[src/rtl/acc_alu_pkg.sv]
package acc_alu_pkg;
   typedef enum logic [3:0] {
      OP_IDLE     = 4'd0,
      OP_ADD_SH   = 4'd1,
      OP_SUB_SH   = 4'd2,
      OP_LOAD_SH  = 4'd3,
      OP_ADD_HI   = 4'd4,
      OP_SUB_COND = 4'd5,
      OP_ABS      = 4'd6,
      OP_ADD_PROD = 4'd7,
      OP_SUB_PROD = 4'd8,
      OP_MUL      = 4'd9,
      OP_MUL_IMM  = 4'd10,
      OP_AND      = 4'd11,
      OP_OR       = 4'd12,
      OP_XOR      = 4'd13,
      OP_OV_TEST  = 4'd14,
      OP_MODE     = 4'd15
   } acc_op_e;

   localparam int unsigned STAT_W      = 16;
   localparam int unsigned STAT_OV_BIT = 15;
   localparam int unsigned STAT_OVM_BIT = 14;
   localparam logic [STAT_W-1:0] STAT_FIXED = 16'h3EFE;
endpackage

[src/rtl/acc_operand_shift.sv]
module acc_operand_shift #(
   parameter int unsigned DATA_W  = 16,
   parameter int unsigned SHIFT_W = 4,
   parameter int unsigned ACC_W   = 32
) (
   input  logic [DATA_W-1:0]  data_in,
   input  logic [SHIFT_W-1:0] shift_in,
   output logic [ACC_W-1:0]   operand_out
);
   localparam int unsigned PAD_W = ACC_W - DATA_W;

   generate
      if (DATA_W + (1 << SHIFT_W) - 1 > ACC_W) begin : g_bad_width
         $error("shifted operand does not fit the accumulator");
      end
   endgenerate

   logic [ACC_W-1:0] extended;
   assign extended    = {{PAD_W{data_in[DATA_W-1]}}, data_in};
   assign operand_out = extended << shift_in;
endmodule

[src/rtl/acc_sat_addsub.sv]
module acc_sat_addsub #(
   parameter int unsigned W          = 32,
   parameter bit          B_UNSIGNED = 1'b0
) (
   input  logic [W-1:0] a_in,
   input  logic [W-1:0] b_in,
   input  logic         sub_en,
   input  logic         sat_en,
   output logic [W-1:0] res_out,
   output logic         ovf_out
);
   localparam logic [W-1:0] POS_LIM = {1'b0, {(W-1){1'b1}}};
   localparam logic [W-1:0] NEG_LIM = {1'b1, {(W-1){1'b0}}};

   logic [W-1:0] raw;
   logic         b_sign;

   generate
      if (B_UNSIGNED) begin : g_b_unsigned
         assign b_sign = 1'b0;
      end else begin : g_b_signed
         assign b_sign = b_in[W-1];
      end
   endgenerate

   assign raw = sub_en ? (a_in - b_in) : (a_in + b_in);

   always_comb begin
      if (sub_en)
         ovf_out = (a_in[W-1] ^ b_sign) & (a_in[W-1] ^ raw[W-1]);
      else
         ovf_out = ~(a_in[W-1] ^ b_sign) & (a_in[W-1] ^ raw[W-1]);
      if (ovf_out && sat_en)
         res_out = a_in[W-1] ? NEG_LIM : POS_LIM;
      else
         res_out = raw;
   end
endmodule

[src/rtl/acc_product_unit.sv]
module acc_product_unit #(
   parameter int unsigned DATA_W   = 16,
   parameter int unsigned IMM_W    = 13,
   parameter bit          REMAP_EN = 1'b1
) (
   input  logic                  clk,
   input  logic                  rst_n,
   input  logic                  t_load,
   input  logic [DATA_W-1:0]     t_data,
   input  logic                  mul_en,
   input  logic                  imm_sel,
   input  logic [DATA_W-1:0]     mul_data,
   input  logic [IMM_W-1:0]      mul_imm,
   output logic [2*DATA_W-1:0]   prod_out
);
   localparam int unsigned PW = 2 * DATA_W;
   localparam logic [PW-1:0] REMAP_FROM = {2'b01, {(PW-2){1'b0}}};
   localparam logic [PW-1:0] REMAP_TO   = {2'b11, {(PW-2){1'b0}}};

   generate
      if (IMM_W > DATA_W || IMM_W < 2) begin : g_bad_imm
         $error("immediate width out of range");
      end
   endgenerate

   logic [DATA_W-1:0] t_q;
   logic [DATA_W-1:0] mul_b;
   logic [PW-1:0]     full;
   logic [PW-1:0]     prod_d;
   logic [PW-1:0]     prod_q;

   assign mul_b = imm_sel ? {{(DATA_W-IMM_W){mul_imm[IMM_W-1]}}, mul_imm} : mul_data;
   assign full  = $signed({{DATA_W{t_q[DATA_W-1]}}, t_q}) *
                  $signed({{DATA_W{mul_b[DATA_W-1]}}, mul_b});

   generate
      if (REMAP_EN) begin : g_remap
         assign prod_d = (!imm_sel && full == REMAP_FROM) ? REMAP_TO : full;
         assert_no_remap_value_R10: assert property (@(posedge clk) disable iff (!rst_n)
            prod_q != REMAP_FROM);
      end else begin : g_plain
         assign prod_d = full;
      end
   endgenerate

   always_ff @(posedge clk or negedge rst_n) begin
      if (!rst_n) begin
         t_q    <= '0;
         prod_q <= '0;
      end else begin
         if (t_load) t_q <= t_data;
         if (mul_en) prod_q <= prod_d;
      end
   end

   assign prod_out = prod_q;
endmodule

[src/rtl/acc_alu_core.sv]
module acc_alu_core
   import acc_alu_pkg::*;
#(
   parameter int unsigned DATA_W   = 16,
   parameter int unsigned SHIFT_W  = 4,
   parameter int unsigned IMM_W    = 13,
   parameter bit          REMAP_EN = 1'b1
) (
   input  logic                  clk,
   input  logic                  rst_n,
   input  logic                  op_valid,
   input  logic [3:0]            op_code,
   input  logic [DATA_W-1:0]     op_data,
   input  logic [SHIFT_W-1:0]    op_shift,
   input  logic [IMM_W-1:0]      op_imm,
   input  logic                  t_load,
   output logic [2*DATA_W-1:0]   acc_out,
   output logic [2*DATA_W-1:0]   prod_out,
   output logic                  ov_flag,
   output logic                  ovm_flag,
   output logic                  acc_neg,
   output logic                  acc_zero,
   output logic                  ov_taken,
   output logic [15:0]           status_word
);
   localparam int unsigned ACC_W = 2 * DATA_W;
   localparam logic [ACC_W-1:0] ACC_MIN = {1'b1, {(ACC_W-1){1'b0}}};
   localparam logic [ACC_W-1:0] ACC_MAX = {1'b0, {(ACC_W-1){1'b1}}};

   acc_op_e op;
   assign op = acc_op_e'(op_code);

   logic [ACC_W-1:0] acc_q, acc_d;
   logic             ov_q, ovm_q, taken_q, ov_set;
   logic [ACC_W-1:0] shifted, prod_w, main_b, main_res, cond_b, cond_res;
   logic [DATA_W-1:0] hi_res;
   logic             main_ovf, cond_ovf, hi_ovf, main_sub, is_test;
   logic [ACC_W-1:0] neg_acc;

   acc_operand_shift #(.DATA_W(DATA_W), .SHIFT_W(SHIFT_W), .ACC_W(ACC_W)) u_shift (
      .data_in(op_data), .shift_in(op_shift), .operand_out(shifted));

   assign main_b   = (op == OP_ADD_PROD || op == OP_SUB_PROD) ? prod_w : shifted;
   assign main_sub = (op == OP_SUB_SH || op == OP_SUB_PROD);

   acc_sat_addsub #(.W(ACC_W), .B_UNSIGNED(1'b0)) u_main (
      .a_in(acc_q), .b_in(main_b), .sub_en(main_sub), .sat_en(ovm_q),
      .res_out(main_res), .ovf_out(main_ovf));

   acc_sat_addsub #(.W(DATA_W), .B_UNSIGNED(1'b1)) u_high (
      .a_in(acc_q[ACC_W-1:DATA_W]), .b_in(op_data), .sub_en(1'b0), .sat_en(ovm_q),
      .res_out(hi_res), .ovf_out(hi_ovf));

   assign cond_b = {{DATA_W{1'b0}}, op_data} << (DATA_W - 1);

   acc_sat_addsub #(.W(ACC_W), .B_UNSIGNED(1'b0)) u_cond (
      .a_in(acc_q), .b_in(cond_b), .sub_en(1'b1), .sat_en(1'b0),
      .res_out(cond_res), .ovf_out(cond_ovf));

   acc_product_unit #(.DATA_W(DATA_W), .IMM_W(IMM_W), .REMAP_EN(REMAP_EN)) u_prod (
      .clk(clk), .rst_n(rst_n), .t_load(t_load), .t_data(op_data),
      .mul_en(op_valid && (op == OP_MUL || op == OP_MUL_IMM)),
      .imm_sel(op == OP_MUL_IMM), .mul_data(op_data), .mul_imm(op_imm),
      .prod_out(prod_w));

   assign neg_acc = -acc_q;
   assign is_test = op_valid && (op == OP_OV_TEST);

   always_comb begin
      acc_d  = acc_q;
      ov_set = 1'b0;
      case (op)
         OP_ADD_SH, OP_SUB_SH, OP_ADD_PROD, OP_SUB_PROD: begin
            acc_d  = main_res;
            ov_set = main_ovf;
         end
         OP_LOAD_SH: acc_d = shifted;
         OP_ADD_HI: begin
            acc_d  = {hi_res, acc_q[DATA_W-1:0]};
            ov_set = hi_ovf;
         end
         OP_SUB_COND: begin
            acc_d  = cond_res[ACC_W-1] ? (acc_q << 1) : ((cond_res << 1) | 1);
            ov_set = cond_ovf;
         end
         OP_ABS: begin
            if (acc_q[ACC_W-1])
               acc_d = (ovm_q && neg_acc == ACC_MIN) ? ACC_MAX : neg_acc;
         end
         OP_AND: acc_d = acc_q & {{DATA_W{1'b0}}, op_data};
         OP_OR:  acc_d = {acc_q[ACC_W-1:DATA_W], acc_q[DATA_W-1:0] | op_data};
         OP_XOR: acc_d = {acc_q[ACC_W-1:DATA_W], acc_q[DATA_W-1:0] ^ op_data};
         default: acc_d = acc_q;
      endcase
   end

   always_ff @(posedge clk or negedge rst_n) begin
      if (!rst_n) begin
         acc_q   <= '0;
         ov_q    <= 1'b0;
         ovm_q   <= 1'b1;
         taken_q <= 1'b0;
      end else begin
         taken_q <= is_test && ov_q;
         if (op_valid) acc_q <= acc_d;
         if (is_test && ov_q) ov_q <= 1'b0;
         else if (op_valid && ov_set) ov_q <= 1'b1;
         if (op_valid && op == OP_MODE) ovm_q <= op_data[0];
      end
   end

   assign acc_out   = acc_q;
   assign prod_out  = prod_w;
   assign ov_flag   = ov_q;
   assign ovm_flag  = ovm_q;
   assign acc_neg   = acc_q[ACC_W-1];
   assign acc_zero  = (acc_q == '0);
   assign ov_taken  = taken_q;
   always_comb begin
      status_word = STAT_FIXED;
      status_word[STAT_OV_BIT]  = ov_q;
      status_word[STAT_OVM_BIT] = ovm_q;
   end

   assert_ov_sticky_R5: assert property (@(posedge clk) disable iff (!rst_n)
      (ov_q && !is_test) |=> ov_q);
   assert_test_clears_R5: assert property (@(posedge clk) disable iff (!rst_n)
      taken_q |-> !ov_q);
   assert_load_keeps_ov_R5: assert property (@(posedge clk) disable iff (!rst_n)
      (op_valid && op == OP_LOAD_SH) |=> (ov_q == $past(ov_q)));
   assert_abs_nonneg_R9: assert property (@(posedge clk) disable iff (!rst_n)
      (op_valid && op == OP_ABS && ovm_q) |=> !acc_q[ACC_W-1]);
   assert_addhi_low_kept_R7: assert property (@(posedge clk) disable iff (!rst_n)
      (op_valid && op == OP_ADD_HI) |=> (acc_q[DATA_W-1:0] == $past(acc_q[DATA_W-1:0])));
endmodule

[config.mk]
export PLATFORM = sky130hd
export DESIGN_NAME = acc_alu_core
export DESIGN_NICKNAME = d
export VERILOG_FILES = /design/src/rtl/acc_alu_pkg.sv /design/src/rtl/acc_operand_shift.sv /design/src/rtl/acc_sat_addsub.sv /design/src/rtl/acc_product_unit.sv /design/src/rtl/acc_alu_core.sv
export SDC_FILE = /design/constraint.sdc
export NUM_CORES = 1
export LEC_CHECK = 0
export BUFFER_PORTS_ARGS = -buffer_cell sky130_fd_sc_hd__buf_2
export CAP_MARGIN = 20
export CORE_MARGIN = 2
export CORE_UTILIZATION = 55
export CTS_BUF_LIST = sky130_fd_sc_hd__clkbuf_16
export CTS_CLUSTER_DIAMETER = 120
export DETAILED_ROUTE_END_ITERATION = 10
export HOLD_SLACK_MARGIN = 0.08
export PLACE_DENSITY = 0.77
export REMOVE_ABC_BUFFERS = 1
export SYNTH_ARGS = -nofsm -noshare
export SYNTH_HDL_FRONTEND = slang
export SYNTH_HIERARCHICAL = 1
export SYNTH_SLANG_ARGS = --single-unit
[constraint.sdc]
create_clock -name clk -period 6.33 [get_ports clk]
set_input_delay 0.3165 -clock clk [delete_from_list [all_inputs] [get_ports clk]]
set_output_delay 0.3165 -clock clk [all_outputs]
set_load 0.02 [all_outputs]
=== After elaboration in Yosys (flattened, before gate mapping) ===
Cells that the tools add are included.

* Bits of input ports: 41
* Word-level logic and storage cells: 86
* Register bits: 83
* Output and inout port bits: 85

* Bitwise gates (word level): 16
* Shifts and indexed selects: 1
* Multipliers: 1
* Reductions and logical operators: 21
* Eq/ne operators: 18
* $add $sub $neg: 5
* Muxes and demuxes: 16

{| class="wikitable"
|+ Operator list
! operator !! count
|-
| $mux W32 || 8
|-
| $pmux W32 S8 || 1
|-
| $mux W16 || 3
|-
| $add A32 B32 Y32 || 1
|-
| $and A32 B16 Y32 || 1
|-
| $eq A32 B31 Y1 const B || 1
|-
| $eq A32 B32 Y1 const B || 1
|-
| $eq A4 B4 Y1 const B || 8
|-
| $logic_not A32 Y1 || 1
|-
| $mul A16 B16 Y32 || 1
|-
| $neg A32 Y32 || 1
|-
| $shl A32 B4 Y32 || 1
|-
| $sub A32 B31 Y32 || 1
|-
| $sub A32 B32 Y32 || 1
|-
| $add A16 B16 Y16 || 1
|-
| $eq A4 B3 Y1 const B || 4
|-
| $or A16 B16 Y16 || 1
|-
| $xor A16 B16 Y16 || 1
|-
| $logic_and A1 B1 Y1 || 9
|-
| $eq A4 B2 Y1 const B || 2
|-
| $reduce_and A4 Y1 || 2
|-
| $reduce_bool A7 Y1 || 1
|-
| $reduce_bool A6 Y1 || 1
|-
| $not A1 Y1 || 5
|-
| 11 further kinds || 21
|}

=== Longest topological paths before layout ===
* Depth after elaboration: 12
* Mapped depth: 31
* Gate-level depth less buffers: 27

=== Cells and area by module ===
The synthesis kept the hierarchy.

{| class="wikitable"
|+ By module, submodules not included
! module !! cells each !! area an instance (um^2) !! times used !! sequential area each (um^2)
|-
| acc_product_unit || 1,145 || 11,611.1 || 1 || 1,201.2
|-
| acc_alu_core || 718 || 5,520.3 || 1 || 877.1
|-
| acc_sat_addsub (u_cond ...) || 378 || 2,534.9 || 2 || 0.0
|-
| acc_sat_addsub (u_high) || 203 || 1,488.9 || 1 || 0.0
|-
| acc_operand_shift || 148 || 1,073.5 || 1 || 0.0
|}

=== Worst setup path after synthesis ===
Ideal clock, no wire load.

* Path kind: input -> register
* From: input port op_code[1]
* To: register u_prod.prod_q[31] (netlist: u_prod/prod_out[31])
* Cell stages on the path: 26
* Buffers on the path: 4
* Library setup time: 104 ps
* Required time: 6,226 ps
* Arrival: 7,488 ps
* Setup slack: -1,261 ps
* Cell sequence: clkbuf_1 nor2b_1 and2_1 buf_6 clkbuf_1 mux2_2 clkbuf_1 and2_1 fa_1 inv_1 fa_1 fa_1 inv_1 fa_1 fa_1 fa_1 ha_1 and3_1 a311oi_1 o21ai_2 xor2_1 or4_4 nor3_2 and4b_1 nand4b_1 o41ai_2

* Word-level cells in the longest chain between the ends: 6
* Elaborated cells on any way between the ends: 10
* Classes of those cells: mul (1); eq/ne (3); mux (2); reduce/logical (4)

{| class="wikitable"
|+ Ends and longest elaborated chain
! what !! RTL line !! RTL
|-
| start, declared || acc_alu_core.sv:12 || <nowiki>input logic [3:0] op_code,</nowiki>
|-
| $eq A4 B4 Y1 || acc_alu_core.sv:62, acc_alu_core.sv:63 ||
|-
| $mux W16 || acc_product_unit.sv:32 || <nowiki>assign mul_b = imm_sel ? {{(DATA_W-IMM_W){mul_imm[IMM_W-1]}}, mul_imm} : mul_data;</nowiki>
|-
| $mul A16 B16 Y32 || acc_product_unit.sv:33 || <nowiki>assign full = $signed({{DATA_W{t_q[DATA_W-1]}}, t_q}) *</nowiki>
|-
| $eq A32 B31 Y1 || acc_product_unit.sv:38 || <nowiki>assign prod_d = (!imm_sel && full == REMAP_FROM) ? REMAP_TO : full;</nowiki>
|-
| $logic_and A1 B1 Y1 || acc_product_unit.sv:38 ||
|-
| $mux W32 || acc_product_unit.sv:38 ||
|-
| end signal, assigned || acc_product_unit.sv:52 || <nowiki>if (mul_en) prod_q <= prod_d;</nowiki>
|-
| end, declared || acc_product_unit.sv:30 || <nowiki>logic [PW-1:0] prod_q;</nowiki>
|}

Several ways; a longest one is shown, not always the timed one.
A chain may end at the register's enable or synchronous reset.

=== Final worst setup path ===
Same ends and word-level chain as after synthesis.

==> flow_summary_export.csv <==
group,metric,value,unit
final_layout,final_cell_area,29300,µm²
yosys,asyncSetResetFlopFracSynth,100,%
setup_path,critical_path.n_buffers_inverters,3,
final_layout,drive_gt1_share,23.2,%
yosys,synth.ff_latch_count,83,
die,num_rows,77,
job,drv_cap,0,
setup_path,cp.required,6.60,ns
setup_path,worstSetupStartpointType,"primary input",
clock_tree,clkLatencyLatePin,0.38,ns
setup_path,worstPathArrival,7.20,ns
setup_path,crit_slowest_cell,"sky130_fd_sc_hd__fa_1",
yosys,count_of_flip_flops_with_a_built_in_enable_after_synthesis,0,
clock_tree,cts_tree,"done",
clock_tree,clock_slew_seen_by_the_registers_of_the_worst_setup_and_hold_paths,0.08,ns
placed_design,placement.io_buffers,111,
placed_design,dp.final_hpwl,72.9,mm
grt,grt.total_usage,39.1,%
run_status,failing_checks,"negative setup slack",
sta,min_period,6.93,ns
routing,met2_wirelength,40.9,mm
sta,fmax,144,MHz
routing,first_iteration_detailed_routing_drc_count,3131,
sta,number_of_max_slew_violations_in_the_final_report,0,
grt,grt_max_degree,51,
setup_path,crit_path_cell_trace,"buf_6, nor2b_4, and2_4, buf_12, buf_12, mux2_4, and2_4, fa_1, fa_1, fa_1, fa_1, fa_1, fa_1, ha_4, a21oi_4, a21boi_1, a311oi_2, o21ai_2, xor2_1, or4_4, nor3_4, and4b_1, nand4b_1, o41ai_2",
clock_tree,h-tree-depth,3,
routing,detail_route.wirelength,94.3,mm
clock_tree,cts_buffer_depth,2,
yosys,postSynthCellCount,2970,
yosys,synth_seq_area_share,8.39,%
final_layout,layout.filler_cells,3643,
sta,timing.final.crit_share,109,%
routing,maxUsedRoutingLayer,"met5",
setup_path,critical-path-top-delay-family,"adder cells",
run_status,run_status,"finished with violations",
placed_design,dpl_cell_area,27700,µm²
setup_path,cp_slowest_stage_delay,0.60,ns
sta,grt_setup_unrepaired,"yes",
setup_path,reg2reg_depth,18,
sta,worst_slack,-0.601,ns
grt,grt_pass1_vias,23700,
routing,wl_per_cell,24.2,µm
grt,grt_pass1_wl,141,mm
routing,via_per_inst,6.36,
final_layout,nets,3807,
placed_design,gp_routability_congestion,1.03,
routing,detailed_router_iteration_count_before_antenna_repair,6,
sta,finalSetupViolations,11,
hold_path,hold_path.startpoint,"op_valid",
final_layout,final_core_util,66.1,%
final_layout,area_of_the_multi_input_gates,21800,µm²
routing,drt_drc_violations_left,0,
die,die_area,46700,µm²
routing,detailroute.wirelength.met3,10.1,mm
setup_path,critical_path.max_fanout,7,
die,initial_utilization,55.9,%
yosys,syn_avg_cell_area,8.34,µm²
setup_path,crit_cells,24,
sta,fin_tns_setup,-2.62,ns
setup_path,endpoint_kind,"register",
clock_tree,tritoncts_sink_count,83,
setup_path,r2r-end,"u_prod/prod_out[31]$_DFFE_PN0P_",
grt,grt_overflow_total,0,
clock_tree,clockRootBuffer,"sky130_fd_sc_hd__clkbuf_16",
clock_tree,inserted_clock_buffers,9,
yosys,synthesis.yosys.warnings,6,
die,ioPinCount,126,
hold_path,hold_depth,3,
setup_path,critPathMostFrequentCell,"sky130_fd_sc_hd__fa_1",
setup_path,critPathKind,"in -> reg",
routing,dr_total_vias,24800,
sta,clock_skew,0.0161,ns
die,die_w,216,µm
final_layout,n_antenna_cell,0,
die,design.core.area,44300,µm²
routing,route.antenna.remaining_nets,0,
yosys,mapped_cell_area,24800,µm²
sta,final-hold-violation-count,0,
final_layout,regArea,2080,µm²
routing,routedLengthMet1,38.3,mm
grt,initial_antenna_violation_count,3,
hold_path,min_path_type,"in -> reg",
sta,max_slew.worst_pin.slew,0.980,ns
yosys,ys.flop_type,"sky130_fd_sc_hd__dfrtp_1",
sta,finalHoldWorstSlack,0.276,ns
die,die_height,216,µm
sta,timing.slew.headroom,34.3,%
setup_path,worst_case_register_to_register_setup_slack,-0.42,ns
hold_path,worstHoldEndpoint,"ovm_flag$_DFFE_PN1P_",
yosys,synth.distinct_cells,114,
final_layout,area_overhead_of_the_layout_relative_to_synthesis,18.3,%
setup_path,crit-reg2reg-launch,"u_prod/t_q[3]$_DFFE_PN0P_",
layout make-up:
| cell class | count | share of cell area [%] |
|---|---|---|
| Clock inverter | 7 | 0.436 |
| Inverter | 314 | 4.02 |
| Tap cell | 592 | 2.53 |
| Multi-Input combinational cell | 2475 | 74.3 |
| Clock buffer | 9 | 0.769 |
| Sequential cell | 83 | 7.09 |
| Timing Repair Buffer | 422 | 10.9 |
worst max path at each step:
stage	startpoint	to
2_1_floorplan	op_code[1]	u_prod/prod_out[31]$_DFFE_PN0P_
3_3_place_gp	op_code[0]	u_prod/prod_out[31]$_DFFE_PN0P_
3_5_place_dp	op_code[3]	u_prod/prod_out[31]$_DFFE_PN0P_
4_1_cts	op_code[3]	u_prod/prod_out[31]$_DFFE_PN0P_
5_1_grt	op_code[2]	u_prod/prod_out[31]$_DFFE_PN0P_
6_report	op_code[1]	u_prod/prod_out[31]$_DFFE_PN0P_
sequential cells by signal (all words and copies together) (netlist names):
register and flops:
acc_out 32, u_prod/prod_out 32, ovm_flag 1, ov_flag 1, ov_taken 1, u_prod/t_q 16
metrics by stage:
step	setup WS [ns]	instances
floorplan	-1.06	2872
global placement	-0.990	3848
detailed placement	-1.13	3848
CTS	-0.454	3889
global route	-0.735	3902
finish	-0.601	3902
layer usage:
metal	vias up	global-route usage (%)
li1	10900	-
met1	12100	55.3
met2	1543	58.3
met3	270	7.94
met4	4	16.3
met5	-	0
worst min-delay path, delay by kind of cell:
| kind | cells | cell delay [ns] |
|---|---|---|
| AO/OA/AOI/OAI | 1 | 0.08 |
| buffers and inverters | 1 | 0.13 |
| AND/OR/NAND/NOR | 1 | 0.13 |
layout by cell type (no fill, tap or decap), drive strengths merged, types with 7 or more instances in the layout:
cell type  Yosys  layout
a31oi         46      46
nor2b         60      60
xor2          46      46
a21oi        209     209
o31ai         13      13
dfrtp         82      82
or4           22      22
a211o          7       7
o21bai        18      18
nor4          39      39
nor3          42      42
nand2        251     251
and2          98      98
or2           15      15
and3          15      15
inv          314     318
or3           12      12
o211ai        26      26
clkbuf       110      11
a22oi         16      16
a21o          42      42
fa           265     265
o21a          14      14
a221oi        25      25
conb           2      76
o22ai         27      27
buf           62     419
nand4         31      31
ha           196     196
nor2         178     178
xnor2        150     150
nand2b        34      34
o31a           7       7
a222oi         8       8
nand3         30      30
mux2         107     107
a211oi        27      27
o21ai        147     147
mux2i         73      73
what timing repair did:
| item | CTS | global route |
|---|---|---|
| gates cloned | 1 | 1 |
| pin swaps | 90 | 90 |
| hold buffers | 1 | 0 |
| resized for setup | 110 | 113 |
| endpoints found under the hold margin | 32 | 0 |
| buffers inserted | 23 | 19 |
| endpoints found under the setup margin | 16 | 39 |
kinds of logic (layout without fill, tap and decap cells):
group           count (synthesis)  in the layout  share of synthesized area [%]
buf+inv                       486            752                           8.06
simple gates                  862            862                           18.5
flops                          83             83                           8.39
mux                           184            184                           8.41
other cells                     2             76                         0.0303
xor+xnor                      196            196                           6.96
compound gates                696            696                           18.3
fa+ha+maj                     461            461                           31.3
synthesized netlist by cell type (68+ instances only):
cell	number	share of area (%)
sky130_fd_sc_hd__o21ai_0	104	2.1
sky130_fd_sc_hd__dfrtp_1	82	8.3
sky130_fd_sc_hd__fa_1	265	21
sky130_fd_sc_hd__ha_1	196	9.9
sky130_fd_sc_hd__and2_1	96	2.4
sky130_fd_sc_hd__mux2_2	107	4.9
sky130_fd_sc_hd__mux2i_1	68	2.7
sky130_fd_sc_hd__xnor2_1	149	5.3
sky130_fd_sc_hd__a21oi_1	206	4.2
sky130_fd_sc_hd__nand2_1	250	3.8
sky130_fd_sc_hd__nor2_1	176	2.7
sky130_fd_sc_hd__inv_1	313	4.7
sky130_fd_sc_hd__clkbuf_1	109	1.7
Power is left out: the tool's default activity adds up to more than one toggle a clock period on the data nets, which glitch-free logic cannot reach.
